<file path="src/rtl/dma_sc_pkg.sv">
package dma_sc_pkg;

  typedef enum logic [1:0] {
    MODE_BURST  = 2'b00,
    MODE_STEAL  = 2'b01,
    MODE_HIDDEN = 2'b10,
    MODE_ALT    = 2'b11
  } xfer_mode_e;

  typedef enum logic [1:0] {
    ST_IDLE = 2'd0,
    ST_REQ  = 2'd1,
    ST_OWN  = 2'd2
  } bus_st_e;

  typedef struct packed {
    xfer_mode_e mode;
    logic       down;
    logic       to_io;
  } chan_cfg_t;

  localparam logic [1:0] IDX_ADDR  = 2'd0;
  localparam logic [1:0] IDX_COUNT = 2'd1;
  localparam logic [1:0] IDX_CTRL  = 2'd2;
  localparam int         CFG_BITS  = $bits(chan_cfg_t);

endpackage

</file>
<file path="src/rtl/dma_sc_regs.sv">
module dma_sc_regs
  import dma_sc_pkg::*;
#(
  parameter int ADDR_W = 16,
  parameter int CNT_W  = 16,
  parameter int REG_W  = 16
) (
  input  logic              clk,
  input  logic              rst_n,
  input  logic              cfg_we,
  input  logic [1:0]        cfg_waddr,
  input  logic [REG_W-1:0]  cfg_wdata,
  input  logic [1:0]        cfg_raddr,
  output logic [REG_W-1:0]  cfg_rdata,
  input  logic              step,
  output logic [ADDR_W-1:0] cur_addr,
  output logic [CNT_W-1:0]  cur_cnt,
  output chan_cfg_t         cfg
);

  logic [ADDR_W-1:0] addr_q;
  logic [CNT_W-1:0]  cnt_q;
  chan_cfg_t         cfg_q;
  logic              busy;
  logic              wr_ok;

  assign busy  = (cnt_q != '0);
  assign wr_ok = cfg_we && !busy;

  always_ff @(posedge clk) begin
    if (!rst_n) begin
      addr_q <= '0;
      cnt_q  <= '0;
      cfg_q  <= '0;
    end else if (step) begin
      addr_q <= cfg_q.down ? addr_q - ADDR_W'(1) : addr_q + ADDR_W'(1);
      cnt_q  <= cnt_q - CNT_W'(1);
    end else if (wr_ok) begin
      case (cfg_waddr)
        IDX_ADDR:  addr_q <= cfg_wdata[ADDR_W-1:0];
        IDX_COUNT: cnt_q  <= cfg_wdata[CNT_W-1:0];
        IDX_CTRL:  cfg_q  <= chan_cfg_t'(cfg_wdata[CFG_BITS-1:0]);
        default:   ;
      endcase
    end
  end

  always_comb begin
    case (cfg_raddr)
      IDX_ADDR:  cfg_rdata = REG_W'(addr_q);
      IDX_COUNT: cfg_rdata = REG_W'(cnt_q);
      IDX_CTRL:  cfg_rdata = REG_W'({busy, cfg_q});
      default:   cfg_rdata = '0;
    endcase
  end

  assign cur_addr = addr_q;
  assign cur_cnt  = cnt_q;
  assign cfg      = cfg_q;

endmodule

</file>
<file path="src/rtl/dma_sc_seq.sv">
module dma_sc_seq
  import dma_sc_pkg::*;
#(
  parameter int CNT_W = 16
) (
  input  logic             clk,
  input  logic             rst_n,
  input  xfer_mode_e       mode,
  input  logic [CNT_W-1:0] cnt,
  input  logic             dreq,
  input  logic             hlda,
  input  logic             bus_float,
  output logic             hold,
  output logic             xfer,
  output logic             tc
);

  bus_st_e st_q, st_d;
  logic    pending, last_byte, hidden;
  logic    tc_q;

  assign pending   = (cnt != '0);
  assign last_byte = (cnt == CNT_W'(1));
  assign hidden    = (mode == MODE_HIDDEN);

  always_comb begin
    xfer = 1'b0;
    st_d = st_q;
    case (st_q)
      ST_IDLE: begin
        if (hidden) xfer = pending && dreq && bus_float;
        else if (pending && dreq) st_d = ST_REQ;
      end
      ST_REQ: begin
        if (hlda) st_d = ST_OWN;
      end
      ST_OWN: begin
        xfer = hlda && dreq;
        if (!hlda)                    st_d = ST_REQ;
        else if (!dreq)               st_d = ST_IDLE;
        else if (last_byte)           st_d = ST_IDLE;
        else if (mode == MODE_STEAL)  st_d = ST_IDLE;
      end
      default: st_d = ST_IDLE;
    endcase
  end

  always_ff @(posedge clk) begin
    if (!rst_n) begin
      st_q <= ST_IDLE;
      tc_q <= 1'b0;
    end else begin
      st_q <= st_d;
      tc_q <= xfer && last_byte;
    end
  end

  assign hold = (st_q != ST_IDLE);
  assign tc   = tc_q;

endmodule

</file>
<file path="src/rtl/dma_sc_path.sv">
module dma_sc_path #(
  parameter int ADDR_W = 16,
  parameter int DATA_W = 8
) (
  input  logic              xfer,
  input  logic              to_io,
  input  logic [ADDR_W-1:0] cur_addr,
  input  logic [DATA_W-1:0] io_rdata,
  input  logic [DATA_W-1:0] mem_rdata,
  output logic              dack,
  output logic              mem_rd,
  output logic              mem_wr,
  output logic [ADDR_W-1:0] mem_addr,
  output logic [DATA_W-1:0] mem_wdata,
  output logic [DATA_W-1:0] io_wdata
);

  assign dack      = xfer;
  assign mem_rd    = xfer && to_io;
  assign mem_wr    = xfer && !to_io;
  assign mem_addr  = xfer ? cur_addr : '0;
  assign mem_wdata = mem_wr ? io_rdata : '0;
  assign io_wdata  = mem_rd ? mem_rdata : '0;

endmodule

</file>
<file path="src/rtl/dma_single_chan.sv">
module dma_single_chan
  import dma_sc_pkg::*;
#(
  parameter int ADDR_W = 16,
  parameter int CNT_W  = 16,
  parameter int DATA_W = 8,
  parameter int REG_W  = 16
) (
  input  logic              clk,
  input  logic              rst_n,
  input  logic              cfg_we,
  input  logic [1:0]        cfg_waddr,
  input  logic [REG_W-1:0]  cfg_wdata,
  input  logic [1:0]        cfg_raddr,
  output logic [REG_W-1:0]  cfg_rdata,
  input  logic              dreq,
  output logic              dack,
  input  logic [DATA_W-1:0] io_rdata,
  output logic [DATA_W-1:0] io_wdata,
  output logic              hold,
  input  logic              hlda,
  input  logic              bus_float,
  output logic [ADDR_W-1:0] mem_addr,
  output logic              mem_rd,
  output logic              mem_wr,
  output logic [DATA_W-1:0] mem_wdata,
  input  logic [DATA_W-1:0] mem_rdata,
  output logic              tc
);

  logic [ADDR_W-1:0] cur_addr;
  logic [CNT_W-1:0]  cur_cnt;
  chan_cfg_t         chan_cfg;
  xfer_mode_e        cur_mode;
  logic              xfer;

  assign cur_mode = chan_cfg.mode;

  dma_sc_regs #(.ADDR_W(ADDR_W), .CNT_W(CNT_W), .REG_W(REG_W)) u_regs (
    .clk       (clk),
    .rst_n     (rst_n),
    .cfg_we    (cfg_we),
    .cfg_waddr (cfg_waddr),
    .cfg_wdata (cfg_wdata),
    .cfg_raddr (cfg_raddr),
    .cfg_rdata (cfg_rdata),
    .step      (xfer),
    .cur_addr  (cur_addr),
    .cur_cnt   (cur_cnt),
    .cfg       (chan_cfg)
  );

  dma_sc_seq #(.CNT_W(CNT_W)) u_seq (
    .clk       (clk),
    .rst_n     (rst_n),
    .mode      (cur_mode),
    .cnt       (cur_cnt),
    .dreq      (dreq),
    .hlda      (hlda),
    .bus_float (bus_float),
    .hold      (hold),
    .xfer      (xfer),
    .tc        (tc)
  );

  dma_sc_path #(.ADDR_W(ADDR_W), .DATA_W(DATA_W)) u_path (
    .xfer      (xfer),
    .to_io     (chan_cfg.to_io),
    .cur_addr  (cur_addr),
    .io_rdata  (io_rdata),
    .mem_rdata (mem_rdata),
    .dack      (dack),
    .mem_rd    (mem_rd),
    .mem_wr    (mem_wr),
    .mem_addr  (mem_addr),
    .mem_wdata (mem_wdata),
    .io_wdata  (io_wdata)
  );

endmodule

</file>
<file path="config.mk">
export PLATFORM = sky130hd
export DESIGN_NAME = dma_single_chan
export DESIGN_NICKNAME = d
export VERILOG_FILES = /design/src/rtl/dma_sc_pkg.sv /design/src/rtl/dma_sc_regs.sv /design/src/rtl/dma_sc_seq.sv /design/src/rtl/dma_sc_path.sv /design/src/rtl/dma_single_chan.sv
export SDC_FILE = /design/constraint.sdc
export NUM_CORES = 1
export LEC_CHECK = 0
export BUFFER_PORTS_ARGS = -buffer_cell sky130_fd_sc_hd__buf_2
export CORE_MARGIN = 2
export CORE_UTILIZATION = 50
export CTS_BUF_LIST = sky130_fd_sc_hd__clkbuf_8 sky130_fd_sc_hd__clkbuf_16
export DETAILED_ROUTE_END_ITERATION = 12
export PLACE_DENSITY = 0.79
export SLEW_MARGIN = 0
export SYNTH_ARGS = -nofsm -noshare
export SYNTH_HDL_FRONTEND = slang
export SYNTH_SLANG_ARGS = --single-unit
</file>
<file path="constraint.sdc">
create_clock -name clk -period 3.6 [get_ports clk]
set_input_delay 0 -clock clk [delete_from_list [all_inputs] [get_ports clk]]
set_output_delay 0 -clock clk [all_outputs]
set_load 0.05 [all_outputs]
</file>
==> load_flow_metrics.sql, run 1 <==
INSERT INTO impl_metrics (metric_group, metric, value, unit) VALUES
('drt', 'wire_per_inst', '17.18', 'µm'),
('worst_setup_path', 'critical-path-slowest-cell', 'sky130_fd_sc_hd__or4_1', ''),
('clock_network', 'cts_tree', 'done', ''),
('layout', 'instances_no_fill', '600', ''),
('synth', 'synthCells', '427', ''),
('global_route', 'grt_start_max_net_pins', '49', ''),
('sta', 'fmax', '347.6', 'MHz'),
('drt', 'drc_errors', '0', ''),
('placement', 'place.gp.congestion', '0.9028', ''),
('clock_network', 'clock_tree.buffer_depth', '2', ''),
('floorplan', 'core', '0.006350', 'mm²'),
('sta', 'post_route_setup_tns', '0', 'ps'),
('worst_setup_path', 'setup.worst_path.class', 'flop to output port', ''),
('clock_network', 'worstSkewPairLatency', '300', 'ps'),
('sta', 'worst_relative_slew_slack', '0.5441', ''),
('clock_network', 'cts_resizes', '0', ''),
('power', 'pwr-share-comb', '0.417', ''),
('synth', 'netlist_area', '0.003269', 'mm²'),
('synth', 'ys_dominant_reg_cell', 'sky130_fd_sc_hd__dfxtp_1', ''),
('synth', 'synth-edff-count', '0', ''),
('floorplan', 'floorplan.die.width', '84.86', 'µm'),
('power', 'power.density', '382.4', 'mW/mm²'),
('drt', 'avgViaCountPerCell', '6.095', ''),
('clock_network', 'htree_num_levels', '2', ''),
('worst_setup_path', 'critical-path-top-delay-family', 'simple AND/OR/NAND/NOR gates', ''),
('clock_network', 'numClockSinks', '39', ''),
('worst_setup_path', 'timing.critical_path.fanout_max', '32', ''),
('clock_network', 'clk_transition_reported_paths', '80', 'ps'),
('layout', 'post_route_cells_drive_above_1_share', '0.2314', ''),
('worst_setup_path', 'timing.critical_path.slowest_cell_delay', '670', 'ps'),
('worst_setup_path', 'critPathRequiredTime', '3600', 'ps'),
('floorplan', 'floorplan.initialDensity', '0.5149', ''),
('worst_setup_path', 'critPathBufInv', '2', ''),
('power', 'switching_power', '627.3', 'µW'),
('drt', 'firstDrtPassIters', '5', ''),
('sta', 'grt_setup_unrepaired', 'false', ''),
('power', 'vdd_ir_drop_max', '0.2494', 'mV'),
('floorplan', 'dieHeight', '84.86', 'µm'),
('worst_hold_path', 'timing.hold.worst.class', 'input port to flop', ''),
('synth', 'synth_top_cell_area_share', '0.2388', ''),
('sta', 'worst_max_slew_pin_slew', '683.1', 'ps'),
('placement', 'placed_cells', '580', ''),
('global_route', 'globalRouteOverflowTotal', '0', ''),
('drt', 'vias', '3657', ''),
('synth', 'syn_nets', '486', ''),
('synth', 'synth_largest_area_cell', 'sky130_fd_sc_hd__dfxtp_1', ''),
('synth', 'postSynth.asyncResetShare', '0', ''),
('layout', 'area_delta_synth_final', '21.93', '%'),
('worst_setup_path', 'setup.worst_path.start_class', 'flop', ''),
('global_route', 'antenna_found_initial', '0', ''),
('layout', 'antennaDiodeCount', '0', ''),
('run_status', 'run_status', 'finished, final reports clean', ''),
('sta', 'layout_worst_path_cycle_share', '0.7990', ''),
('global_route', 'first_global_vias', '3372', ''),
('synth', 'synth_sequential_area_ratio', '0.2388', ''),
('global_route', 'grtUsageTotal', '0.2835', ''),
('sta', 'post-route-min-period', '2877', 'ps'),
('power', 'power_switching_share', '0.4115', ''),
('flow_run', 'max-cap-violations', '0', ''),
('floorplan', 'design.portCount', '95', ''),
('power', 'clkPwrFrac', '0.224', ''),
('sta', 'timing.clock.skew', '9.990', 'ps'),
('drt', 'detail_route.iter0.violations', '427', ''),
('synth', 'ys_warn_count', '0', ''),
('synth', 'syn_avg_cell_area', '7.657', 'µm²'),
('sta', 'maxSlewViolCount', '0', ''),
('drt', 'final_antenna_net_count', '0', ''),
('synth', 'synth.lib_cells_used.distinct', '58', ''),
('placement', 'placement.cell_area', '0.003762', 'mm²'),
('sta', 'hold_viol', '0', ''),
('power', 'power_leakage', '1.859', 'nW');
-- synthesized netlist by cell type, types with 7 or more instances --
cell	count
sky130_fd_sc_hd__a211oi_1	15
sky130_fd_sc_hd__a21oi_1	33
sky130_fd_sc_hd__a221oi_1	7
sky130_fd_sc_hd__and2_1	26
sky130_fd_sc_hd__and3_1	13
sky130_fd_sc_hd__clkbuf_1	15
sky130_fd_sc_hd__dfxtp_1	39
sky130_fd_sc_hd__ha_1	16
sky130_fd_sc_hd__inv_1	11
sky130_fd_sc_hd__mux2i_1	26
sky130_fd_sc_hd__nand2_1	41
sky130_fd_sc_hd__nand3_1	13
sky130_fd_sc_hd__nor2_1	40
sky130_fd_sc_hd__nor3_1	15
sky130_fd_sc_hd__o21ai_0	20
sky130_fd_sc_hd__xnor2_1	12
-- area by class of cell --
class	instances	area [µm²]	area share
Sequential cell	39	780.7	0.1959
Timing Repair Buffer	111	628.1	0.1576
Clock inverter	1	7.507	0.001883
Multi-Input combinational cell	353	2332	0.5851
Tap cell	77	96.34	0.02417
Inverter	12	45.04	0.01130
Clock buffer	7	96.34	0.02417
-- worst register-to-register path, cell delays in order, from the launching register on --
cell	delay (ps)
sky130_fd_sc_hd__dfxtp_1	370
sky130_fd_sc_hd__or4_1	670
sky130_fd_sc_hd__nor4_4	380
sky130_fd_sc_hd__nand3_1	250
sky130_fd_sc_hd__nor2_2	560
sky130_fd_sc_hd__a211oi_1	240
sky130_fd_sc_hd__a211oi_1	260
-- state kept, by name, summed over array words and instances (netlist names) --
register         cells
u_seq.st_q           2
u_regs.cur_cnt      16
u_seq.tc             1
u_regs.cfg           4
u_regs.cur_addr     16
-- metal layers --
layer / vias to the layer above / global-route usage / share of wire
met4: 0 / 0.1111 / 0.024
li1: 1750 / - / -
met5: - / 0 / 0
met2: 177 / 0.4452 / 0.47
met1: 1702 / 0.3979 / 0.45
met3: 28 / 0.03502 / 0.063
-- power by group through the flow --
stage / Combinational [mW] / Clock [mW] / Sequential, mW
after floorplan: 0.485 / 0 / 0.530
after global placement: 0.594 / 0 / 0.551
after detailed placement: 0.608 / 0 / 0.555
after CTS: 0.623 / 0.340 / 0.545
after global routing: 0.687 / 0.356 / 0.555
final: 0.636 / 0.341 / 0.548
-- cells in the final DEF (no fill, tap or decap), types with 3 or more instances in the layout --
| cell type | n |
|---|---|
| sky130_fd_sc_hd__buf_2 | 94 |
| sky130_fd_sc_hd__nand2_1 | 41 |
| sky130_fd_sc_hd__nor2_1 | 40 |
| sky130_fd_sc_hd__dfxtp_1 | 39 |
| sky130_fd_sc_hd__a21oi_1 | 33 |
| sky130_fd_sc_hd__mux2i_1 | 26 |
| sky130_fd_sc_hd__and2_1 | 26 |
| sky130_fd_sc_hd__o21ai_0 | 20 |
| sky130_fd_sc_hd__ha_1 | 16 |
| sky130_fd_sc_hd__nor3_1 | 15 |
| sky130_fd_sc_hd__a211oi_1 | 15 |
| sky130_fd_sc_hd__and3_1 | 13 |
| sky130_fd_sc_hd__nand3_1 | 13 |
| sky130_fd_sc_hd__xnor2_1 | 12 |
| sky130_fd_sc_hd__dlygate4sd3_1 | 12 |
| sky130_fd_sc_hd__inv_1 | 11 |
| sky130_fd_sc_hd__a221oi_1 | 7 |
| sky130_fd_sc_hd__clkbuf_8 | 7 |
| sky130_fd_sc_hd__nor2b_1 | 5 |
| sky130_fd_sc_hd__a311oi_1 | 5 |
| sky130_fd_sc_hd__buf_4 | 5 |
| sky130_fd_sc_hd__or4_1 | 4 |
| sky130_fd_sc_hd__o211ai_1 | 4 |
| sky130_fd_sc_hd__xor2_1 | 4 |
| sky130_fd_sc_hd__o31ai_1 | 3 |
| sky130_fd_sc_hd__nand3b_1 | 3 |
| sky130_fd_sc_hd__nand4_1 | 3 |
| sky130_fd_sc_hd__mux2_4 | 3 |
| sky130_fd_sc_hd__nand2b_1 | 3 |
| sky130_fd_sc_hd__nor4_1 | 3 |
-- path summary, 6_finish.rpt --
check	from	to	slack, ps	cells past startpoint
max	u_regs.cur_cnt[4]$_SDFFE_PN0P_	mem_wdata[7]	720	7
min	cfg_wdata[1]	u_regs.cfg[1]$_SDFFE_PN0P_	20	3
max reg2reg	u_regs.cur_cnt[4]$_SDFFE_PN0P_	u_regs.cur_cnt[5]$_SDFFE_PN0P_	770	6
min reg2reg	u_seq.st_q[0]$_SDFFE_PN0P_	u_seq.st_q[1]$_SDFFE_PN0P_	530	2
-- what timing repair did --
action / 4_1_cts / 5_1_grt
endpoints found under the hold margin: 15 / 0
hold buffers: 12 / 0
setup buffers: 0 / 0
-- stage by stage --
step / hold slack, ps / power [mW] / utilization / setup WS (ps)
after floorplan: 116.1 / 1.014 / - / 966.3
after global placement: 258.8 / 1.145 / 0.5925 / 848.9
after detailed placement: 268.3 / 1.163 / 0.5925 / 804.3
after CTS: 13.87 / 1.507 / 0.6278 / 748.1
after global routing: 22.97 / 1.598 / 0.6278 / 524.0
final: 18.29 / 1.524 / 0.6278 / 723.5
-- logic make-up after synthesis --
| group | Yosys count | synth area share |
|---|---|---|
| simple gates | 184 | 0.2970 |
| compound gates | 107 | 0.2128 |
| flops | 39 | 0.2388 |
| buf+inv | 35 | 0.04783 |
| mux | 29 | 0.09338 |
| fa+ha+maj | 17 | 0.06736 |
| xor+xnor | 16 | 0.04286 |
Power figures use the tool's default switching activity.
==> run 2, diff against run 1 <==
--- a/config.mk
+++ b/config.mk
@@ -5,12 +5,13 @@
 export SDC_FILE = /design/constraint.sdc
 export NUM_CORES = 1
 export LEC_CHECK = 0
+export ABC_AREA = 1
 export BUFFER_PORTS_ARGS = -buffer_cell sky130_fd_sc_hd__buf_2
 export CORE_MARGIN = 2
-export CORE_UTILIZATION = 50
+export CORE_UTILIZATION = 49
 export CTS_BUF_LIST = sky130_fd_sc_hd__clkbuf_8 sky130_fd_sc_hd__clkbuf_16
 export DETAILED_ROUTE_END_ITERATION = 12
-export PLACE_DENSITY = 0.79
+export PLACE_DENSITY = 0.8
 export SLEW_MARGIN = 0
 export SYNTH_ARGS = -nofsm -noshare
 export SYNTH_HDL_FRONTEND = slang
==> constraint.sdc (replaced) <==
create_clock -name clk -period 2.5 [get_ports clk]
set_input_delay 0 -clock clk [delete_from_list [all_inputs] [get_ports clk]]
set_output_delay 0 -clock clk [all_outputs]
set_load 0.05 [all_outputs]
==> run 2 against run 1 <==
The run now ends with negative hold slack left; worst setup slack lost 580 ps; worst hold slack lost 23 ps; non-clock buffer count shrank 10; first-iteration DRC count shrank 33%; clock-buffer cell count shrank 2; utilization shrank 3.3 points; register-to-register slack lost 400 ps; sequential power grew 50%.
==> load_flow_metrics.sql, run 2 <==
INSERT INTO impl_metrics (metric_group, metric, value, unit) VALUES
('layout', 'sequential_cell_area', '780.7', 'µm²'),
('sta', 'post-route-min-period', '2359', 'ps'),
('synth', 'synth-edff-count', '0', ''),
('global_route', 'globalRouteOverflowTotal', '0', ''),
('worst_setup_path', 'worstSetupEndpoint', 'io_wdata[5]', ''),
('placement', 'portBuffers', '94', ''),
('run_status', 'failing_checks', 'negative hold slack', ''),
('synth', 'postSynth.asyncResetShare', '0', ''),
('clock_network', 'clk_transition_reported_paths', '90', 'ps'),
('sta', 'timing.clock.skew', '16.57', 'ps'),
('sta', 'maxSlewViolCount', '0', ''),
('drt', 'wire_per_inst', '13.67', 'µm'),
('global_route', 'grt_first_pass_wirelength', '18740', 'µm'),
('layout', 'final_core_util', '0.5950', ''),
('clock_network', 'worstSkewPairLatency', '310', 'ps'),
('clock_network', 'htree_num_levels', '2', ''),
('global_route', 'grtUsageTotal', '0.2761', ''),
('layout', 'n_fill_cell', '710', ''),
('synth', 'ys_warn_count', '0', ''),
('worst_setup_path', 'critical_path_arrival', '2360', 'ps'),
('layout', 'post_route_cells_drive_above_1_share', '0.1754', ''),
('drt', 'finalWirelength', '11490', 'µm'),
('synth', 'synth_top_cell_area_share', '0.2121', ''),
('worst_hold_path', 'timing.hold.worst.class', 'input port to flop', ''),
('synth', 'post_synth_most_frequent_cells', 'sky130_fd_sc_hd__nand2_1 (207), sky130_fd_sc_hd__inv_1 (103), sky130_fd_sc_hd__nor2_1 (89)', ''),
('floorplan', 'floorplan.initialDensity', '0.5075', ''),
('worst_setup_path', 'worst-r2r-cell-count', '8', ''),
('floorplan', 'die_footprint', '0.008222', 'mm²'),
('worst_setup_path', 'rr_startpoint', 'u_regs.cfg[1]$_SDFFE_PN0P_', ''),
('drt', 'avgViaCountPerCell', '5.302', ''),
('sta', 'post_route_setup_tns', '0', 'ps'),
('clock_network', 'clock_tree.buffer_depth', '2', ''),
('drt', 'final_antenna_net_count', '0', ''),
('layout', 'antennaDiodeCount', '0', ''),
('layout', 'layout_common_cells', 'sky130_fd_sc_hd__nand2_1 (207), sky130_fd_sc_hd__inv_1 (104), sky130_fd_sc_hd__buf_2 (91), sky130_fd_sc_hd__nor2_1 (89), sky130_fd_sc_hd__nand3_1 (61)', ''),
('synth', 'synth_sequential_area_ratio', '0.2121', ''),
('layout', 'area_delta_synth_final', '17.23', '%'),
('floorplan', 'core', '0.007253', 'mm²'),
('floorplan', 'design.portCount', '95', ''),
('synth', 'synthCells', '650', ''),
('drt', 'firstDrtPassIters', '5', ''),
('worst_setup_path', 'worst-r2r-setup-slack', '370', 'ps'),
('sta', 'layout_worst_path_cycle_share', '0.9435', ''),
('sta', 'hold_viol', '1', ''),
('layout', 'area_of_combinational_cells_with_multiple_inputs', '0.002386', 'mm²'),
('sta', 'worst_relative_slew_slack', '0.6000', ''),
('flow_run', 'max-cap-violations', '0', ''),
('floorplan', 'dieHeight', '90.68', 'µm'),
('global_route', 'antenna_found_initial', '0', ''),
('synth', 'ys_dominant_reg_cell', 'sky130_fd_sc_hd__dfxtp_1', ''),
('sta', 'hold_ws', '-4.247', 'ps'),
('synth', 'synth.area.top_cells', 'sky130_fd_sc_hd__dfxtp_1 (21%), sky130_fd_sc_hd__nand2_1 (21%), sky130_fd_sc_hd__inv_1 (11%), sky130_fd_sc_hd__nor2_1 (9.1%), sky130_fd_sc_hd__nand3_1 (8.3%)', ''),
('synth', 'syn_avg_cell_area', '5.663', 'µm²'),
('clock_network', 'cts_setup_buffers', '0', ''),
('layout', 'layout.cells.most_common', 'sky130_fd_sc_hd__nand2_1', ''),
('global_route', 'first_global_vias', '4092', ''),
('run_status', 'run_status', 'finished with violations', ''),
('worst_setup_path', 'crit_path_end_kind', 'output port', ''),
('worst_setup_path', 'timing.critical_path.fanout_max', '19', ''),
('drt', 'drc_errors', '0', ''),
('sta', 'setup-violations-final', '0', ''),
('worst_setup_path', 'critPathLaunch', 'u_regs.cur_cnt[0]$_SDFFE_PN0P_', ''),
('synth', 'syn_nets', '709', ''),
('worst_setup_path', 'setup.worst_path.class', 'flop to output port', ''),
('drt', 'detail_route.iter0.violations', '285', ''),
('synth', 'synth_largest_area_cell', 'sky130_fd_sc_hd__dfxtp_1', ''),
('synth', 'synthMostInstantiatedCell', 'sky130_fd_sc_hd__nand2_1', ''),
('sta', 'grt_setup_unrepaired', 'false', ''),
('synth', 'synth_register_bits', '39', ''),
('placement', 'detailed_place_hpwl', '8914', 'µm'),
('layout', 'nNetsFinal', '799', ''),
('global_route', 'grt_start_max_net_pins', '23', ''),
('clock_network', 'cts_tree', 'done', ''),
('worst_setup_path', 'setup.worst_path.start_class', 'flop', ''),
('power', 'vdd_ir_drop_max', '0.3978', 'mV'),
('sta', 'fmax', '424.0', 'MHz'),
('power', 'power_leakage', '2.451', 'nW'),
('worst_setup_path', 'critPathRequiredTime', '2500', 'ps'),
('drt', 'vias', '4454', ''),
('power', 'power.density', '687.5', 'mW/mm²'),
('synth', 'netlist_area', '0.003681', 'mm²'),
('sta', 'worst_max_slew_pin_slew', '599.4', 'ps'),
('floorplan', 'floorplan.rows', '31', ''),
('synth', 'synth.lib_cells_used.distinct', '34', ''),
('placement', 'place.gp.congestion', '0.9598', ''),
('worst_setup_path', 'r2r-end', 'u_regs.cur_addr[11]$_SDFFE_PN0P_', ''),
('floorplan', 'floorplan.die.width', '90.68', 'µm'),
('worst_hold_path', 'holdCritStartpoint', 'cfg_wdata[0]', ''),
('clock_network', 'root_buffer', 'sky130_fd_sc_hd__clkbuf_8', ''),
('clock_network', 'numClockSinks', '39', ''),
('clock_network', 'numCtsBuffers', '5', '');
[run 2: cell count changes after synthesis, sizes merged, moves of 26 or more]
cell,before,now
nand3,13,63
mux2i,26,0
nor2,42,96
inv,12,105
and2,27,0
nand2,41,215
[run 2: where the power goes]
part	switching, mW	internal [mW]
registers	0.105	0.715
clock network	0.250	0.191
logic	1.15	0.554
[run 2: final cells by class]
cell class,instances,area share
multi-input cells,487,0.5529
flip-flops and latches,39,0.1809
repair buffers,101,0.1238
inverters,106,0.09394
well taps,99,0.02870
clock buffers,5,0.01595
clock inverters,3,0.003769
[run 2: critical path, stage by stage, from the launching register on]
cell                      delay, ps
sky130_fd_sc_hd__dfxtp_1        370
sky130_fd_sc_hd__inv_1          100
sky130_fd_sc_hd__ha_1           240
sky130_fd_sc_hd__nand2_2        140
sky130_fd_sc_hd__nor2_4          80
sky130_fd_sc_hd__nand2_2        110
sky130_fd_sc_hd__nand3_4        100
sky130_fd_sc_hd__nand2_8        170
sky130_fd_sc_hd__buf_6          200
sky130_fd_sc_hd__nand2_2        140
sky130_fd_sc_hd__nor2_1         120
sky130_fd_sc_hd__buf_2          270
[run 2: timing repair]
item	in CTS	in global routing
hold buffers	0	0
resized for setup	0	7
endpoints found under the setup margin	0	27
[run 2: cells by family after synthesis]
logic type	count (synthesis)	synth area share
flops	39	0.2121
buf+inv	124	0.1421
fa+ha+maj	17	0.05982
simple gates	393	0.4596
xor+xnor	11	0.02617
compound gates	66	0.1003
[run 2: worst min path at each step]
stage,end,depth (start not counted)
after floorplan,u_regs.cfg[0]$_SDFFE_PN0P_,2
after global placement,u_regs.cfg[0]$_SDFFE_PN0P_,3
after detailed placement,u_regs.cfg[0]$_SDFFE_PN0P_,3
after CTS,u_regs.cfg[0]$_SDFFE_PN0P_,3
after global routing,u_regs.cfg[0]$_SDFFE_PN0P_,3
final,u_regs.cfg[0]$_SDFFE_PN0P_,3
[run 2: per-layer routing]
metal,GRT usage,vias to the layer above,routed length [µm]
met5,0,-,0
met4,0.1115,0,297
met3,0.03840,27,963
met2,0.4627,232,5173
met1,0.3565,1979,5051
li1,-,2216,-
[run 2: through the flow]
stage | hold slack [ps] | worst slack [ps] | instance area (µm²) | instances | total power [mW]
floorplan | 134.9 | 151.4 | 3681 | 650 | 2.148
detailed placement | 317.4 | 339.7 | 4205 | 832 | 2.496
global route | 35.01 | 8.089 | 4315 | 840 | 3.220
finish | -4.247 | 141.3 | 4315 | 840 | 2.967
global placement | 318.6 | 448.2 | 4205 | 832 | 2.466
CTS | 3.903 | 49.09 | 4290 | 840 | 2.933
